**src/rtl/fpstm_pkg.sv**
```systemverilog
package fpstm_pkg;
  typedef enum logic {ST_IDLE = 1'b0, ST_RUN = 1'b1} seq_state_t;
  localparam int unsigned PC_REG = 15;
endpackage

```
**src/rtl/fpstm_legal.sv**
```systemverilog
module fpstm_legal #(
  parameter int IDX_W    = 5,
  parameter int IMM_W    = 8,
  parameter int NUM_REGS = 32
) (
  input  logic             p_bit,
  input  logic             u_bit,
  input  logic             w_bit,
  input  logic [3:0]       base_reg,
  input  logic [IDX_W-1:0] first_idx,
  input  logic [IMM_W-1:0] imm,
  output logic             mode_bad,
  output logic             unpred,
  output logic [IMM_W-2:0] count
);
  localparam int SW = IMM_W + IDX_W;
  localparam logic [SW-1:0] HALF_FILE = SW'(NUM_REGS / 2);
  localparam logic [SW-1:0] FULL_FILE = SW'(NUM_REGS);

  logic [SW-1:0] span_end;
  logic [SW-1:0] cnt_w;

  always_comb begin
    count    = imm[IMM_W-1:1];
    cnt_w    = SW'(count);
    span_end = SW'(first_idx) + cnt_w;
    mode_bad = !((!p_bit && u_bit) || (p_bit && !u_bit && w_bit));
    unpred   = (count == '0) || (cnt_w > HALF_FILE) || (span_end > FULL_FILE)
             || (imm[0] && (span_end > HALF_FILE))
             || ((base_reg == 4'(fpstm_pkg::PC_REG)) && w_bit);
  end
endmodule

```
**src/rtl/fpstm_order.sv**
```systemverilog
module fpstm_order #(
  parameter int REG_W = 64
) (
  input  logic [REG_W-1:0]   reg_val,
  input  logic               second,
  input  logic               big_end,
  output logic [REG_W/2-1:0] word
);
  localparam int WW = REG_W / 2;
  logic take_upper;
  always_comb begin
    take_upper = second ^ big_end;
    word = take_upper ? reg_val[REG_W-1:WW] : reg_val[WW-1:0];
  end
endmodule

```
**src/rtl/fp_stm_seq.sv**
```systemverilog
module fp_stm_seq #(
  parameter int ADDR_W   = 32,
  parameter int REG_W    = 64,
  parameter int NUM_REGS = 32,
  parameter int IMM_W    = 8,
  localparam int IDX_W   = $clog2(NUM_REGS)
) (
  input  logic              clk,
  input  logic              rst_n,
  input  logic              start,
  input  logic [ADDR_W-1:0] base,
  input  logic              p_bit,
  input  logic              u_bit,
  input  logic              w_bit,
  input  logic [3:0]        base_reg,
  input  logic              sel_hi,
  input  logic [IDX_W-2:0]  sel_lo,
  input  logic [IMM_W-1:0]  imm,
  input  logic              big_end,
  output logic [IDX_W-1:0]  rf_idx,
  input  logic [REG_W-1:0]  rf_data,
  output logic              mem_valid,
  output logic [ADDR_W-1:0] mem_addr,
  output logic [REG_W/2-1:0] mem_data,
  input  logic              mem_ready,
  output logic              done,
  output logic              wb_en,
  output logic [ADDR_W-1:0] wb_value,
  output logic              err_mode,
  output logic              err_unpred
);
  import fpstm_pkg::*;

  localparam int CNT_W = IMM_W - 1;
  localparam logic [ADDR_W-1:0] STEP_B = ADDR_W'(REG_W / 16);

  seq_state_t        st_q, st_d;
  logic [ADDR_W-1:0] addr_q, addr_d;
  logic [IDX_W-1:0]  idx_q, idx_d;
  logic [CNT_W-1:0]  left_q, left_d;
  logic              half_q, half_d;
  logic              be_q, be_d;
  logic              wben_q, wben_d;
  logic [ADDR_W-1:0] wbv_q, wbv_d;
  logic              done_q, done_d;
  logic              errm_q, errm_d;
  logic              erru_q, erru_d;

  logic              mode_bad, unpred;
  logic [CNT_W-1:0]  count;
  logic [IDX_W-1:0]  first_idx;
  logic [ADDR_W-1:0] xfer;
  logic              accept;

  assign first_idx = {sel_hi, sel_lo};
  assign xfer      = ADDR_W'(imm) * STEP_B;
  assign accept    = (st_q == ST_RUN) && mem_ready;

  fpstm_legal #(.IDX_W(IDX_W), .IMM_W(IMM_W), .NUM_REGS(NUM_REGS)) u_legal (
    .p_bit(p_bit), .u_bit(u_bit), .w_bit(w_bit), .base_reg(base_reg),
    .first_idx(first_idx), .imm(imm),
    .mode_bad(mode_bad), .unpred(unpred), .count(count)
  );

  fpstm_order #(.REG_W(REG_W)) u_order (
    .reg_val(rf_data), .second(half_q), .big_end(be_q), .word(mem_data)
  );

  always_comb begin
    st_d   = st_q;
    addr_d = addr_q;
    idx_d  = idx_q;
    left_d = left_q;
    half_d = half_q;
    be_d   = be_q;
    wben_d = wben_q;
    wbv_d  = wbv_q;
    done_d = 1'b0;
    errm_d = 1'b0;
    erru_d = 1'b0;
    case (st_q)
      ST_IDLE: begin
        if (start) begin
          if (mode_bad || unpred) begin
            errm_d = mode_bad;
            erru_d = unpred;
          end else begin
            st_d   = ST_RUN;
            addr_d = u_bit ? base : (base - xfer);
            idx_d  = first_idx;
            left_d = count;
            half_d = 1'b0;
            be_d   = big_end;
            wben_d = w_bit;
            wbv_d  = u_bit ? (base + xfer) : (base - xfer);
          end
        end
      end
      ST_RUN: begin
        if (accept) begin
          addr_d = addr_q + STEP_B;
          half_d = ~half_q;
          if (half_q) begin
            idx_d  = idx_q + IDX_W'(1);
            left_d = left_q - CNT_W'(1);
            if (left_q == CNT_W'(1)) begin
              st_d   = ST_IDLE;
              done_d = 1'b1;
            end
          end
        end
      end
      default: st_d = ST_IDLE;
    endcase
  end

  always_ff @(posedge clk or negedge rst_n) begin
    if (!rst_n) begin
      st_q   <= ST_IDLE;
      addr_q <= '0;
      idx_q  <= '0;
      left_q <= '0;
      half_q <= 1'b0;
      be_q   <= 1'b0;
      wben_q <= 1'b0;
      wbv_q  <= '0;
      done_q <= 1'b0;
      errm_q <= 1'b0;
      erru_q <= 1'b0;
    end else begin
      st_q   <= st_d;
      addr_q <= addr_d;
      idx_q  <= idx_d;
      left_q <= left_d;
      half_q <= half_d;
      be_q   <= be_d;
      wben_q <= wben_d;
      wbv_q  <= wbv_d;
      done_q <= done_d;
      errm_q <= errm_d;
      erru_q <= erru_d;
    end
  end

  assign rf_idx     = idx_q;
  assign mem_valid  = (st_q == ST_RUN);
  assign mem_addr   = addr_q;
  assign done       = done_q;
  assign wb_en      = wben_q;
  assign wb_value   = wbv_q;
  assign err_mode   = errm_q;
  assign err_unpred = erru_q;
endmodule

```
**config.mk**
```make
export PLATFORM = sky130hd
export DESIGN_NAME = fp_stm_seq
export DESIGN_NICKNAME = d
export VERILOG_FILES = /design/src/rtl/fpstm_pkg.sv /design/src/rtl/fpstm_legal.sv /design/src/rtl/fpstm_order.sv /design/src/rtl/fp_stm_seq.sv
export SDC_FILE = /design/constraint.sdc
export NUM_CORES = 1
export LEC_CHECK = 0
export ABC_CLOCK_PERIOD_IN_PS = 4000
export BUFFER_PORTS_ARGS = -buffer_cell sky130_fd_sc_hd__buf_2
export CORE_AREA = 3 3 133 135
export DETAILED_ROUTE_END_ITERATION = 6
export DIE_AREA = 0 0 136 138
export HOLD_SLACK_MARGIN = 0.1
export PLACE_DENSITY = 0.65
export SYNTH_ARGS = -nofsm -noshare
export SYNTH_HDL_FRONTEND = slang
export SYNTH_SLANG_ARGS = --single-unit
export TNS_END_PERCENT = 5
```
**constraint.sdc**
```tcl
create_clock -name clk -period 4 [get_ports clk]
set_clock_uncertainty 0.1 [all_clocks]
set_input_delay 0.2 -clock clk [delete_from_list [all_inputs] [get_ports clk]]
set_output_delay 0.2 -clock clk [all_outputs]
set_load 0.005 [all_outputs]
```
==> impl_results.md <==
* Largest net degree at the start of global routing at approximately 80
* R2R Path End: mem_addr[28]$_DFFE_PN0P_
* CP Cell Sequence: dlygate4sd3_1, buf_2, ha_1, inv_1, fa_1, nand2b_1, o2bb2ai_1, and2_1, o32a_2, nand4_1, buf_12, nand2_1, o221a_2
* Synth Cell Area at roughly 6600 um^2
* Clock slew at reported path FFs at 0.06 ns
* Critical path arrival at 3.46 ns
* Nets at approximately 1,200
* Post-synthesis sequential area ratio at 31.5%
* Total detailed-routing wirelength at around 22 mm
* Die H at roughly 140 um
* Final GP Congestion at between 0.8 and 0.9
* Highest-delay cell along the critical path: dlygate4sd3_1
* Max-slew violations at 0
* H-tree depth at 3
* Slew margin rel. at between 40% and 50%
* Area grow syn2layout at 25.8%
* Yosys cell types at 70
* Gate Count Post-Synth at 800
* EDFF count, synth at 0
* Sinks on Clock Net at between 80 and 90
* Most common cell after layout, fill and taps aside: buf_2
* RR Startpoint: mem_addr[9]$_DFFE_PN0P_
* Clk_lat worst skew at 0.36 ns
* Deepest clock path buffer count at 2
* Max-cap viol count at 0
* Starting Density at about 40%
* Vias per std cell at around 5.4
* Antenna Cells at 0
* Min Tclk post-route at about 3.3 ns
* Antenna violations before repair at 0
* Fraction of layout cells with a size suffix above 1 at ~31%
* Total gr overflow at 0
* Syn_nets at 949
* Total core area at between 15,000 and 20,000 um^2
* Final hold viol count at 0
* Nature of the critical path endpoint: flip-flop
* Wire per inst at roughly 18 um
* Outcome: finished, final reports clean
* Peak VDD IR at around 0.00027 V
* First DRT Iteration DRCs at 439
* Vias in the first global route at 6,327
* Syn Area/Cell at 8.23 um^2
* Critical path class: in2reg
* GRT Total Usage at ~23%
* Synth area leader: dfrtp_1
* Lkg Pwr at about 4.0 nW
* Clock Root Buffer: clkbuf_16
* Post-placement setup slack at ~0.72 ns
* Post-synth ARST share at 100%
* PwrDens at between 400 and 500 nW/um^2
* Worst-margin pin slew at 0.789 ns
* Warnings from Yosys at 0
* Top cells by area, synth: dfrtp_1 32%, nand2_1 6.5%, o21ai_0 6.5%, mux2_2 6.0%, ha_1 4.8%
* Startpoint types: primary input
* Num CTS Buffers at 9
* CTS tree: yes
* Worst hold path type: in2reg
* Fill count at about 1,600
* Num rows at 47
* Fin Setup TNS at 0 ns
* Max incr delay on CP at roughly 0.52 ns
* Reg2reg setup slack at about 1.4 ns
* Setup crit end: mem_addr[9]$_DFFE_PN0P_
* Data required, critical path at roughly 4.1 ns
* Die X at 136 um
* Commonest cells after routing, fill and taps aside: 225 x buf_2, 114 x nand2_1, 85 x o21ai_0
* Critical path origin: sel_lo[0]
* Number of port buffers at approximately 230
* CP max FO at 80
* Final setup fails at 0
* HPWL Detailed at 16.9 mm
* Drc violations at 0
* Antenna-violating nets left at 0
* First-pass GRT wire length at approximately 34 mm
* Post-CTS sizing at 0
* Die area at 18,800 um^2
* Fmax at 0.301 GHz
* I/O pin total at 227
* RSZ-0062 raised after global routing: no
* Total power at slightly below 4 mW
* Fin crit share at 83.0%
* Synth top area share at 31.5%
* Final setup margin at a little under 0.7 ns
* Reg2Reg Depth at 8
* Vias at between 6,000 and 7,000
* Ys flop type: dfrtp_1
* Initial DRT Pass Iterations at 7
* Yosys reg bits at 83
cell usage after synthesis (3+ instances only):
| library cell | n |
|---|---|
| nand2_1 | 114 |
| nor2b_1 | 3 |
| clkbuf_1 | 29 |
| o21ai_1 | 5 |
| or3_1 | 8 |
| nor4_1 | 7 |
| and4_1 | 6 |
| ha_1 | 25 |
| a211o_1 | 3 |
| o2bb2ai_1 | 3 |
| a21oi_1 | 36 |
| xor2_1 | 26 |
| o211ai_1 | 9 |
| nand3_1 | 32 |
| nor2_1 | 58 |
| a211oi_1 | 5 |
| nand4_1 | 11 |
| o22ai_1 | 4 |
| buf_2 | 11 |
| o21a_1 | 4 |
| nand2b_1 | 6 |
| o21ai_0 | 85 |
| mux2i_1 | 20 |
| nor3_1 | 13 |
| mux2_2 | 35 |
| xnor2_1 | 32 |
| a21o_1 | 6 |
| or2_2 | 3 |
| and3_1 | 16 |
| a31oi_1 | 8 |
| and2_1 | 8 |
| o221a_2 | 8 |
| nor3b_1 | 3 |
| inv_1 | 29 |
| fa_1 | 3 |
| dfrtp_1 | 83 |
| or4_1 | 3 |
report_power, final:
group	switching (mW)	total (mW)	internal, mW	leakage [nW]
clock network	0.390	0.814	0.424	0.132
logic	0.934	1.77	0.834	2.79
registers	0.285	1.36	1.07	1.06
total	1.61	3.94	2.33	3.98
layer usage:
| metal | share of wire [%] | vias up | global-route usage, % |
|---|---|---|---|
| met5 | 0 | - | 0 |
| li1 | - | 3290 | - |
| met1 | 43 | 3114 | 29.8 |
| met4 | 2.1 | 0 | 6.74 |
| met2 | 47 | 255 | 37.9 |
| met3 | 7.5 | 23 | 4.51 |
flip-flops by register name, summed over array words and instances (netlist names):
| signal | flops |
|---|---|
| err_unpred | 1 |
| mem_addr | 32 |
| done | 1 |
| half_q | 1 |
| wb_en | 1 |
| be_q | 1 |
| wb_value | 32 |
| err_mode | 1 |
| mem_valid | 1 |
| rf_idx | 5 |
| left_q | 7 |
worst min-delay path by stage:
stage              from                        to  slack, ns  cells after the start
2_1_floorplan     rst_n          be_q$_DFFE_PN0P_      -0.20                      0
3_3_place_gp      rst_n   wb_value[4]$_DFFE_PN0P_       0.22                      1
3_5_place_dp      rst_n   wb_value[4]$_DFFE_PN0P_       0.22                      1
4_1_cts          imm[4]     left_q[3]$_DFFE_PN0P_       0.11                      3
5_1_grt        base[26]  wb_value[26]$_DFFE_PN0P_       0.14                      3
6_report       base[26]  wb_value[26]$_DFFE_PN0P_       0.12                      3
critical path: cells and delay by family:
kind | cells | cell delay, ns
buffers and inverters | 4 | 1.00
AND/OR/NAND/NOR | 4 | 0.80
adder cells (fa/ha/maj) | 2 | 0.54
AO/OA/AOI/OAI | 3 | 0.89
cell families (layout without fill, tap and decap cells):
family	Yosys count	after routing	synth area share [%]
xor+xnor	58	58	7.72
fa+ha+maj	28	28	5.66
compound gates	200	200	19.0
buf+inv	75	293	4.62
flops	83	83	31.5
mux	56	56	9.25
simple gates	300	300	22.2
area by class of cell:
type                       instances  area (um^2)  share of cell area (%)
tap                              220          275                    3.32
multi-input combinational        642         4210                    50.8
inverter                          31          116                    1.40
clock buffer                       9          225                    2.72
timing repair buffer             246         1330                    16.0
sequential                        83         2080                    25.1
clock inverter                     7         55.1                   0.664
per-stage QoR:
step	hold WS, ns	utilization [%]	cell area, um^2	std cells
global route	0.142	50.0	8290	1238
CTS	0.105	50.0	8290	1238
floorplan	-0.196	-	6580	800
detailed placement	0.222	47.5	7890	1210
finish	0.119	50.0	8290	1238
global placement	0.225	47.5	7890	1210
repair_timing:
action                    in CTS  in global routing
hold endpoints to repair      70                  0
setup buffers                  0                  0
hold buffers                  12                  0
Note: power is estimated with default switching activity, not from simulation.
